`src/rtl/dram_timer_pkg.sv`:
```
package dram_timer_pkg;

  typedef enum logic [1:0] {
    ST_IDLE   = 2'd0,
    ST_ACTIVE = 2'd1,
    ST_PRE    = 2'd2
  } timerState_t;

  typedef struct packed {
    logic rasOn;
    logic colOn;
    logic casOn;
    logic rfshEn;
  } strobe_t;

endpackage

```
`src/rtl/dram_timer_ctrl.sv`:
```
module dram_timer_ctrl
  import dram_timer_pkg::*;
#(
  parameter int ROW_HOLD  = 2,
  parameter int CAS_DELAY = 2,
  parameter int PRECHARGE = 3
) (
  input  logic    clk,
  input  logic    rstN,
  input  logic    accessN,
  input  logic    colSel,
  input  logic    casReq,
  input  logic    autoMode,
  output strobe_t strobes
);

  localparam int CAS_AT  = ROW_HOLD + CAS_DELAY;
  localparam int CNT_MAX = (CAS_AT > PRECHARGE) ? CAS_AT : PRECHARGE;
  localparam int CW      = $clog2(CNT_MAX + 1);
  localparam logic [CW-1:0] HOLD_C = CW'(ROW_HOLD);
  localparam logic [CW-1:0] CASAT_C = CW'(CAS_AT);
  localparam logic [CW-1:0] PRELAST_C = CW'(PRECHARGE - 1);
  localparam logic [CW-1:0] PREFULL_C = CW'(PRECHARGE);

  timerState_t state;
  logic [CW-1:0] cnt;
  logic modeReg;
  logic curAuto;
  logic colReg;
  logic casReg;

  logic preDone;
  logic canStart;
  logic startNow;

  assign preDone  = (state == ST_PRE) && (cnt == PRELAST_C);
  assign canStart = (state == ST_IDLE) || preDone;
  assign startNow = canStart && !accessN;

  always_ff @(posedge clk or negedge rstN) begin
    if (!rstN) begin
      state   <= ST_IDLE;
      cnt     <= '0;
      modeReg <= 1'b0;
      curAuto <= 1'b0;
      colReg  <= 1'b0;
      casReg  <= 1'b0;
    end else begin
      if (canStart) curAuto <= autoMode;
      if (startNow) begin
        state   <= ST_ACTIVE;
        cnt     <= '0;
        modeReg <= autoMode;
        colReg  <= 1'b0;
        casReg  <= 1'b0;
      end else if (preDone) begin
        state <= ST_IDLE;
        cnt   <= '0;
      end else if (state == ST_PRE) begin
        cnt <= cnt + 1'b1;
      end else if (state == ST_ACTIVE) begin
        if (accessN) begin
          state  <= ST_PRE;
          cnt    <= '0;
          colReg <= 1'b0;
          casReg <= 1'b0;
        end else begin
          if (cnt < CASAT_C) cnt <= cnt + 1'b1;
          colReg <= colSel;
          casReg <= casReq;
        end
      end
    end
  end

  always_comb begin
    strobes.rasOn  = (state == ST_ACTIVE);
    strobes.rfshEn = curAuto;
    if (state != ST_ACTIVE) begin
      strobes.colOn = 1'b0;
      strobes.casOn = 1'b0;
    end else if (modeReg) begin
      strobes.colOn = (cnt >= HOLD_C);
      strobes.casOn = (cnt >= CASAT_C);
    end else begin
      strobes.colOn = colReg;
      strobes.casOn = colReg && casReg;
    end
  end

  // Cycles the row strobe has been off, saturating at the precharge count.
  logic [CW-1:0] rasOffCnt;
  always_ff @(posedge clk or negedge rstN) begin
    if (!rstN) rasOffCnt <= PREFULL_C;
    else if (strobes.rasOn) rasOffCnt <= '0;
    else if (rasOffCnt < PREFULL_C) rasOffCnt <= rasOffCnt + 1'b1;
  end

  a_r8_release_clears: assert property (@(posedge clk) disable iff (!rstN)
    (state == ST_ACTIVE && accessN) |=> (!strobes.rasOn && !strobes.colOn && !strobes.casOn));

  a_r6_cas_after_col: assert property (@(posedge clk) disable iff (!rstN)
    (modeReg && $rose(strobes.casOn)) |-> $past(strobes.colOn));

  a_r10_mode_held: assert property (@(posedge clk) disable iff (!rstN)
    (state == ST_ACTIVE && $past(state) == ST_ACTIVE) |-> $stable(modeReg));

  a_r9_precharge_gap: assert property (@(posedge clk) disable iff (!rstN)
    $rose(strobes.rasOn) |-> (rasOffCnt >= PREFULL_C));

  a_r5_first_cycle_row: assert property (@(posedge clk) disable iff (!rstN)
    $rose(strobes.rasOn) |-> (!strobes.colOn && !strobes.casOn));

endmodule

```
`src/rtl/dram_timer_path.sv`:
```
module dram_timer_path
  import dram_timer_pkg::*;
#(
  parameter int AW = 8
) (
  input  logic          clk,
  input  logic          rstN,
  input  logic          latchEn,
  input  logic [AW-1:0] rowAddr,
  input  logic [AW-1:0] colAddr,
  input  logic          colSel,
  input  logic          casReq,
  input  strobe_t       strobes,
  output logic          rasN,
  output logic          casN,
  output logic [AW-1:0] muxAddr,
  output logic          rfshSel,
  output logic          rfshReq
);

  logic [AW-1:0] rowLat;
  logic [AW-1:0] colLat;

  always_ff @(posedge clk or negedge rstN) begin
    if (!rstN) begin
      rowLat <= '0;
      colLat <= '0;
    end else if (latchEn) begin
      rowLat <= rowAddr;
      colLat <= colAddr;
    end
  end

  assign rasN    = !strobes.rasOn;
  assign casN    = !strobes.casOn;
  assign muxAddr = strobes.colOn ? colLat : rowLat;
  assign rfshSel = strobes.rfshEn && colSel;
  assign rfshReq = strobes.rfshEn && casReq;

  a_r2_cas_needs_col: assert property (@(posedge clk) disable iff (!rstN)
    strobes.casOn |-> (strobes.colOn && strobes.rasOn));

  a_r11_latch_hold: assert property (@(posedge clk) disable iff (!rstN)
    !$past(latchEn) |-> ($stable(rowLat) && $stable(colLat)));

endmodule

```
`src/rtl/dram_access_timer.sv`:
```
module dram_access_timer
  import dram_timer_pkg::*;
#(
  parameter int AW        = 8,
  parameter int ROW_HOLD  = 2,
  parameter int CAS_DELAY = 2,
  parameter int PRECHARGE = 3
) (
  input  logic          clk,
  input  logic          rstN,
  input  logic          accessN,
  input  logic          colSel,
  input  logic          casReq,
  input  logic          autoMode,
  input  logic          latchEn,
  input  logic [AW-1:0] rowAddr,
  input  logic [AW-1:0] colAddr,
  output logic          rasN,
  output logic          casN,
  output logic [AW-1:0] muxAddr,
  output logic          rfshSel,
  output logic          rfshReq
);

  strobe_t strobes;

  dram_timer_ctrl #(
    .ROW_HOLD (ROW_HOLD),
    .CAS_DELAY(CAS_DELAY),
    .PRECHARGE(PRECHARGE)
  ) u_ctrl (
    .clk     (clk),
    .rstN    (rstN),
    .accessN (accessN),
    .colSel  (colSel),
    .casReq  (casReq),
    .autoMode(autoMode),
    .strobes (strobes)
  );

  dram_timer_path #(
    .AW(AW)
  ) u_path (
    .clk    (clk),
    .rstN   (rstN),
    .latchEn(latchEn),
    .rowAddr(rowAddr),
    .colAddr(colAddr),
    .colSel (colSel),
    .casReq (casReq),
    .strobes(strobes),
    .rasN   (rasN),
    .casN   (casN),
    .muxAddr(muxAddr),
    .rfshSel(rfshSel),
    .rfshReq(rfshReq)
  );

endmodule

```
`config.mk`:
```
export PLATFORM = sky130hd
export DESIGN_NAME = dram_access_timer
export DESIGN_NICKNAME = d
export VERILOG_FILES = /design/src/rtl/dram_timer_pkg.sv /design/src/rtl/dram_timer_ctrl.sv /design/src/rtl/dram_timer_path.sv /design/src/rtl/dram_access_timer.sv
export SDC_FILE = /design/constraint.sdc
export NUM_CORES = 1
export LEC_CHECK = 0
export CAP_MARGIN = 40
export CORE_ASPECT_RATIO = 2
export CORE_MARGIN = 4
export CORE_UTILIZATION = 40
export CTS_BUF_LIST = sky130_fd_sc_hd__clkbuf_2
export CTS_CLUSTER_SIZE = 8
export DETAILED_ROUTE_END_ITERATION = 7
export DONT_BUFFER_PORTS = 1
export SLEW_MARGIN = 15
export SYNTH_ARGS = -nofsm -noshare
export SYNTH_HDL_FRONTEND = slang
export SYNTH_HIERARCHICAL = 1
export SYNTH_SLANG_ARGS = --single-unit
```
`constraint.sdc`:
```
create_clock -name clk -period 2.2 [get_ports clk]
set_clock_uncertainty 0.2 [all_clocks]
set_input_delay 0.22 -clock clk [delete_from_list [all_inputs] [get_ports clk]]
set_output_delay 0.22 -clock clk [all_outputs]
set_load 0.01 [all_outputs]
```
==> results.txt, run 1 <==
drt first pass iters - 4
Critical Path Source Type - flip-flop
CTS Buffer Depth - 2
Seq/Total Area, Yosys - 46.34%
crit path time final - 2.101 ns
wire length of the first global-routing pass - 4974 microns
Top FF cell, synth - dfrtp_1
Pwr Density - 858.3 nW/um^2
Mapped Nets - 136
Pins Over Slew Limit - 0
drt total wl - 2965 microns
Final Power - 1.545 mW
Util after Layout - 55.75%
Ports - 35
gr usage total - 13.89%
Post-Synthesis Cell Area - 1350 sq um
critical path cell sequence - nor2b_2 -> o21ai_1 -> a21oi_2 -> buf_6 -> mux2_4
final period utilization - 95.50%
initial antenna violation count - 0
Die Y - 90.16 microns
outcome - complete, no violations
Synth cell types - 33
multi-input logic area - 671.9 sq um
TritonCTS clock tree - done
vias in the first global route - 1,147
ys async rst share - 100.0%
largest net degree at the start of global routing - 26
DRC viols - 0
initial cell density of the core - 41.81%
P&R area growth vs syn - 33.36%
top-area cell type share of the netlist area - 46.34%
Clock transition at path regs - 0.23 ns
Max VDD drop - 527.3 uV
row cnt - 29
Post-synth EDFFs - 0
Final setup viols - 0
most frequent cells after synthesis - dfrtp_1, mux2_2, mux2_4, inv_1
worst hold path type - input pin to flip-flop
WHS Path Cells - 3
cts bufs inserted - 3
total grt overflow - 0
post-synthesis instance total - 111
CTS root buf - clkbuf_2
htree depth - 1
fraction of layout cells with a size suffix above 1 - 24.16%
Pleak - 0.7857 nW
Filler Cell Count - 263
critical path required time - 1.78 ns
Max-cap violations - 0
Buf+Inv Stages, Crit Path - 1
Final Hold Fails - 0
Peak Freq - 476.0 MHz
initial DRC count - 11
DIE WIDTH - 49.08 microns
Clock Latency Late Sink - 0.33 ns
Via density - 5.483
core area - 3229 sq um
Crit. path cell count - 5
highest-delay cell along the critical path - dfrtp_1
largest area contributor in the netlist - dfrtp_1
Worst Setup End Kind - output pin
CP peak stage delay - 0.44 ns
Post-DRT Antenna Nets - 0
CP top delay family - flip-flops
Setup Crit Path Kind - flip-flop to output pin
most common cell in the netlist - dfrtp_1
TritonCTS sink count - 25
number of cells on the worst reg-to-reg path - 5
Slew @ Worst Pin - 0.3356 ns
final layout net count - 175
Worst EP arrival - 1.68 ns
vias - 987
WL/cell - 16.47 microns
number of diodes - 0
mean post-synth cell area - 12.16 sq um
Register Area - 626.9 sq um
Max-Slew Margin vs Limit - 77.55%
Synth Register Bits - 25
GP Congestion - 0.8092
Synth warnings - 6
Port-buffer cells - 0
die area - 4425 sq um
Fin Setup TNS - 0 ns
Synth area leaders - dfrtp_1, mux2_2, mux2_4, and2_1, ha_1
critical path fanouts, max - 8
metal layers:
metal / vias to the layer above / track usage [%] / routed length, microns
met4: 0 / 5.938 / 40
met5: - / 0 / 0
met3: 4 / 1.821 / 122
li1: 472 / - / -
met2: 25 / 26.35 / 1693
met1: 486 / 14.53 / 1108
flip-flops by register name, indices dropped and copies added, names as in the netlist:
register / flops
u_ctrl/state: 2
u_ctrl/casReg: 1
u_ctrl/modeReg: 1
u_ctrl/colReg: 1
u_ctrl/curAuto: 1
u_path/colLat: 8
u_ctrl/cnt: 3
u_path/rowLat: 8
cells by family (layout without fill, tap and decap cells):
| group | Yosys count | after routing | synth area share, % |
|---|---|---|---|
| AOI/OAI and AO/OA | 20 | 20 | 9.546 |
| muxes | 26 | 26 | 24.47 |
| and+or+nand+nor | 25 | 25 | 11.21 |
| adders and majority gates | 2 | 2 | 1.853 |
| DFF | 25 | 25 | 46.34 |
| buffers and inverters | 13 | 51 | 6.581 |
cell usage in the layout, fill, tap and decap left out, drive strengths merged, types with 2 or more instances in the layout:
cell,netlist,routed
dlygate4sd3,0,37
mux2,26,26
dfrtp,25,25
inv,5,5
o21ai,5,5
buf,8,5
clkbuf,0,4
nand2,4,4
and2,4,4
nor2,4,4
nor2b,4,4
a21oi,4,4
o22ai,3,3
a211oi,2,2
a22oi,2,2
ha,2,2
cell type report:
class	count	share of cell area, %
inverter	5	1.042
multi-input combinational	73	37.32
tap	31	2.154
timing repair buffer	42	23.56
clock buffer	4	1.112
sequential	25	34.82
worst min-delay path: stages:
cell and delay (ns):
nand3b_1 0.05, a21oi_1 0.13, a221o_1 0.13
where the power goes:
group	internal (mW)	total (mW)	switching, mW	leakage (nW)
clock	0.0481	0.175	0.127	0.0166
combinational	0.381	0.726	0.345	0.472
sequential	0.560	0.645	0.0857	0.298
final timing paths:
path	startpoint	endpoint	slack [ns]
min in group asynchronous	rstN	u_ctrl/cnt[2]$_DFFE_PN0P_	0.07
max reg2reg	u_ctrl/cnt[0]$_DFFE_PN0P_	u_ctrl/modeReg$_DFFE_PN0P_	0.40
min	accessN	u_ctrl/cnt[2]$_DFFE_PN0P_	0.01
min reg2reg	u_ctrl/curAuto$_DFFE_PN0N_	u_ctrl/curAuto$_DFFE_PN0N_	0.33
max in group asynchronous	rstN	u_path/colLat[2]$_DFFE_PN0P_	1.56
max	u_ctrl/state[1]$_DFFE_PN0P_	muxAddr[1]	0.1
through the flow:
step                      area [sq um]  cells  worst slack (ns)  hold slack (ns)
after floorplan                   1350    111            0.3138          -0.2756
after global placement            1341    137            0.4217          -0.2749
after detailed placement          1341    137            0.3771          -0.2749
after CTS                         1754    179          0.002110         0.004378
after global routing              1800    180          -0.01016          0.02357
final                             1800    180           0.09910          0.01107
timing repair:
action	4_1_cts	5_1_grt
hold endpoints to repair	50	0
endpoints found under the setup margin	8	8
gates resized for setup	1	12
hold buffers	38	0
buffers inserted	0	1
pin swaps	0	0
Power figures use the tool's default switching activity.
==> run 2, diff against run 1 <==
--- a/config.mk
+++ b/config.mk
@@ -6,9 +6,9 @@
 export NUM_CORES = 1
 export LEC_CHECK = 0
 export CAP_MARGIN = 40
-export CORE_ASPECT_RATIO = 2
+export CORE_ASPECT_RATIO = 1.75
 export CORE_MARGIN = 4
-export CORE_UTILIZATION = 40
+export CORE_UTILIZATION = 25
 export CTS_BUF_LIST = sky130_fd_sc_hd__clkbuf_2
 export CTS_CLUSTER_SIZE = 8
 export DETAILED_ROUTE_END_ITERATION = 7
==> results.txt, run 2 (synthesis gave the netlist of run 1 again) <==
Filler Cell Count - 515
P&R area growth vs syn - 33.64%
critical path required time - 1.78 ns
fraction of layout cells with a size suffix above 1 - 24.00%
design area - 1804 sq um
worst hold path type - input pin to flip-flop
CP Launch Point - u_ctrl/state[1]$_DFFE_PN0P_
outcome - complete, no violations
Pwr Density - 845.6 nW/um^2
number of cells on the worst reg-to-reg path - 5
number of diodes - 0
WL/cell - 15.22 microns
Fin Setup TNS - 0 ns
Clock transition at path regs - 0.24 ns
critical path cell sequence - nor2b_2 -> o21ai_0 -> a21oi_1 -> buf_4 -> mux2_2
DP Area - 1371 sq um
biggest regs - u_path/colLat (8), u_path/rowLat (8), u_ctrl/cnt (3)
TritonCTS sink count - 25
CP peak stage delay - 0.45 ns
WHS Path Cells - 3
Die Y - 105.2 microns
DP HPWL - 2012 microns
Max-Slew Margin vs Limit - 78.61%
DIE WIDTH - 63.55 microns
CTS Buffer Depth - 2
CTS root buf - clkbuf_2
final period utilization - 96.39%
commonest non-fill, non-tap cell in the layout - dlygate4sd3_1
Pleak - 0.7664 nW
final layout net count - 176
Via density - 4.912
unrepaired setup endpoints after global routing - true
Pins Over Slew Limit - 0
Max-cap violations - 0
DRC viols - 0
initial DRC count - 49
Final Power - 1.526 mW
gr usage total - 9.386%
Post-DRT Antenna Nets - 0
die area - 6686 sq um
drt first pass iters - 4
Hold Crit Start - accessN
worst r2r src - u_ctrl/cnt[0]$_DFFE_PN0P_
cts bufs inserted - 3
Setup Crit Path Kind - flip-flop to output pin
crit path time final - 2.120 ns
commonest non-fill, non-tap cells in the layout - dlygate4sd3_1, dfrtp_1, mux2_2, mux2_4
wire length of the first global-routing pass - 5071 microns
Max VDD drop - 336.8 uV
dpl ws - 0.3385 ns
final worst slack - 0.07953 ns
drt total wl - 3120 microns
Slew @ Worst Pin - 0.3197 ns
largest net degree at the start of global routing - 26
hold slack - 0.05150 ns
critical path fanouts, max - 8
Final Hold Fails - 0
row cnt - 35
Critical Path Source Type - flip-flop
vias - 1,007
Final setup viols - 0
initial antenna violation count - 0
htree depth - 1
highest-delay cell along the critical path - dfrtp_1
Worst EP arrival - 1.70 ns
total grt overflow - 0
TritonCTS clock tree - done
Worst Setup End Kind - output pin
Ports - 35
initial cell density of the core - 25.69%
core area - 5255 sq um
Clock Latency Late Sink - 0.34 ns
Port-buffer cells - 0
Peak Freq - 471.6 MHz
GP Congestion - 0.8125
vias in the first global route - 1,101
## run 2: changes by cell type in the layout (fill, tap and decap cells not counted), sizes merged
cell and delta:
buf +1, clkbuf -1, clkinv +1
## run 2: path summary, 6_finish.rpt
check                      slack [ns]                           end
max reg2reg                      0.37    u_ctrl/modeReg$_DFFE_PN0P_
min in group asynchronous        0.07     u_ctrl/cnt[2]$_DFFE_PN0P_
max                              0.08                    muxAddr[6]
min                              0.05     u_ctrl/cnt[0]$_DFFE_PN0P_
max in group asynchronous        1.58  u_path/colLat[3]$_DFFE_PN0P_
min reg2reg                      0.35    u_ctrl/curAuto$_DFFE_PN0N_
## run 2: layer usage
layer | part of all wire (%) | track usage, % | vias up
li1 | - | - | 472
met1 | 39 | 10.43 | 494
met2 | 54 | 17.58 | 39
met3 | 5.6 | 2.132 | 2
met4 | 0.61 | 2.318 | 0
met5 | 0 | 0 | -
## run 2: stage by stage
stage | std cells | utilization [%]
global route | 205 | 34.33
detailed placement | 161 | 26.10
global placement | 161 | 26.10
floorplan | 111 | -
finish | 205 | 34.33
CTS | 204 | 34.10
## run 2: final cells by class
type | instances | area [sq um] | area share [%]
multi-input combinational | 73 | 641.9 | 35.58
sequential | 25 | 626.9 | 34.74
timing repair buffer | 43 | 427.9 | 23.72
tap | 55 | 68.82 | 3.814
inverter | 5 | 18.77 | 1.040
clock buffer | 3 | 15.01 | 0.8322
clock inverter | 1 | 5.005 | 0.2774
## run 2: worst max-delay path, delay by kind of cell (launching register included)
kind            cells  cell delay [ns]
simple gates        1             0.12
mux                 1             0.39
compound gates      2             0.20
flops               1             0.45
buf+inv             1             0.20
## run 2: repair_timing
item                                   4_1_cts  5_1_grt
hold buffers                                38        0
endpoints found under the hold margin       50        0
setup endpoints to repair                    8        8
setup buffers                                1        1
resized for setup                            1        2
## run 2: report_power, final
group          total (mW)  internal (mW)  switching, mW
Combinational       0.705          0.368          0.337
Clock               0.177         0.0412          0.135
Sequential          0.644          0.560         0.0847
==> run 3, diff against run 2 <==
--- a/config.mk
+++ b/config.mk
@@ -13,6 +13,7 @@
 export CTS_CLUSTER_SIZE = 8
 export DETAILED_ROUTE_END_ITERATION = 7
 export DONT_BUFFER_PORTS = 1
+export REMOVE_ABC_BUFFERS = 1
 export SLEW_MARGIN = 15
 export SYNTH_ARGS = -nofsm -noshare
 export SYNTH_HDL_FRONTEND = slang
==> results.txt, run 3 (synthesis gave the netlist of run 1 again) <==
Pwr Density - 850.9 nW/um^2
Ports - 35
worst hold path type - input pin to flip-flop
gr usage total - 9.598%
CP top delay family - flip-flops
core area - 5255 sq um
WL/cell - 15.63 microns
row cnt - 35
DP HPWL - 2227 microns
commonest non-fill, non-tap cell in the layout - dlygate4sd3_1
Clock Latency Late Sink - 0.34 ns
Die Y - 105.2 microns
Port-buffer cells - 0
drt first pass iters - 4
total grt overflow - 0
Clk pwr share - 12.0%
Max-cap violations - 0
Final setup viols - 0
TritonCTS sink count - 25
CP peak stage delay - 0.45 ns
critical path cell sequence - nor2b_2 -> o21ai_0 -> a21oi_1 -> buf_4 -> mux2_2
GP Congestion - 0.7281
Max-Slew Margin vs Limit - 77.61%
Worst EP arrival - 1.70 ns
Pleak - 0.7584 nW
internal power of the cells - 962.4 uW
final layout net count - 175
sw power - 563.2 uW
critical path required time - 1.78 ns
largest net degree at the start of global routing - 26
DP Cell Count - 161
vias in the first global route - 1,202
worst r2r src - u_ctrl/cnt[0]$_DFFE_PN0P_
Post-DRT Antenna Nets - 0
number of diodes - 0
Final Hold Fails - 0
final period utilization - 96.27%
Pins Over Slew Limit - 0
drt total wl - 3189 microns
outcome - complete, no violations
CTS Buffer Depth - 2
commonest non-fill, non-tap cells in the layout - dlygate4sd3_1, dfrtp_1, mux2_2, mux2_4, inv_1
design area - 1793 sq um
Critical Path Source Type - flip-flop
hold path endpoint - u_ctrl/cnt[2]$_DFFE_PN0P_
highest-delay cell along the critical path - dfrtp_1
Max VDD drop - 416.2 uV
wire length of the first global-routing pass - 5319 microns
Setup Crit Path Kind - flip-flop to output pin
TritonCTS clock tree - done
P&R area growth vs syn - 32.81%
non-filler instance count after layout - 204
Peak Freq - 472.2 MHz
unrepaired setup endpoints after global routing - true
number of cells on the worst reg-to-reg path - 5
WHS Path Cells - 3
critical path fanouts, max - 8
initial cell density of the core - 25.69%
DRC viols - 0
cts bufs inserted - 3
crit path time final - 2.118 ns
switching part of the total - 36.92%
Clock transition at path regs - 0.22 ns
register share of total power - 42.5%
FF-to-FF End - u_ctrl/modeReg$_DFFE_PN0P_
CTS root buf - clkbuf_2
Via density - 5.000
Worst Setup End Kind - output pin
die area - 6686 sq um
Slew @ Worst Pin - 0.3348 ns
Buf+Inv Stages, Crit Path - 1
fraction of layout cells with a size suffix above 1 - 23.49%
DP Area - 1371 sq um
htree depth - 1
initial DRC count - 15
initial antenna violation count - 0
biggest regs - u_path/colLat (8), u_path/rowLat (8), u_ctrl/cnt (3)
DIE WIDTH - 63.55 microns
Hold Crit Start - accessN
R2R Setup Slk - 0.33 ns
vias - 1,020
Comb power frac - 45.5%
[run 3: cell count changes in the layout (fill, tap and decap cells not counted), sizes merged]
cell	previous run	this run
buf	6	5
clkbuf	3	4
clkinv	1	0
[run 3: worst reg2reg max path, cell delays in order, from the launching register on]
cell,delay (ns)
dfrtp_1,0.47
inv_1,0.11
ha_1,0.23
nand2b_1,0.15
a211oi_1,0.30
mux2_1,0.34
[run 3: layer usage]
layer | routed length (microns) | global-route usage [%]
met4 | 42 | 2.782
met2 | 1902 | 20.12
met5 | 0 | 0
met1 | 1097 | 8.926
met3 | 145 | 1.599
[run 3: how the worst max path moves through the flow]
| stage | depth (start not counted) | start | slack, ns | to |
|---|---|---|---|---|
| after floorplan | 4 | u_ctrl/state[1]$_DFFE_PN0P_ | 0.09 | muxAddr[0] |
| after global placement | 5 | u_ctrl/state[1]$_DFFE_PN0P_ | 0.41 | muxAddr[0] |
| after detailed placement | 5 | u_ctrl/state[1]$_DFFE_PN0P_ | 0.33 | muxAddr[1] |
| after CTS | 5 | u_ctrl/state[1]$_DFFE_PN0P_ | 0.06 | muxAddr[1] |
| after global routing | 5 | u_ctrl/state[1]$_DFFE_PN0P_ | -0.04 | muxAddr[4] |
| final | 5 | u_ctrl/state[1]$_DFFE_PN0P_ | 0.08 | muxAddr[4] |
[run 3: layout make-up]
cell class                 instances  area (sq um)
inverter                           5         18.77
clock buffer                       4         20.02
fill                             539          3462
multi-input combinational         73         638.1
timing repair buffer              42         420.4
tap                               55         68.82
sequential                        25         626.9
[run 3: power groups by stage]
stage	sequential [mW]	combinational [mW]	clock, mW
global placement	0.645	0.561	0
global route	0.663	0.761	0.206
detailed placement	0.656	0.590	0
finish	0.649	0.694	0.183
CTS	0.648	0.694	0.189
floorplan	0.661	0.412	0
[run 3: per-stage QoR]
| step | util, % | power (mW) | worst slack, ns | setup TNS [ns] | hold WS (ns) |
|---|---|---|---|---|---|
| after global placement | 26.10 | 1.206 | 0.4064 | 0 | -0.2748 |
| after global routing | 34.12 | 1.630 | -0.04160 | -0.2927 | 0.03507 |
| after CTS | 34.10 | 1.531 | 0.05723 | 0 | 0.003727 |
| after detailed placement | 26.10 | 1.247 | 0.3284 | 0 | -0.2749 |
| after floorplan | - | 1.073 | 0.09215 | 0 | -0.2756 |
| final | 34.12 | 1.526 | 0.08214 | 0 | 0.01780 |
[run 3: timing repair]
action / CTS / global route
endpoints found under the setup margin: 8 / 8
hold buffers: 38 / 0
hold endpoints to repair: 50 / 0
setup buffers: 1 / 0
resized for setup: 1 / 1
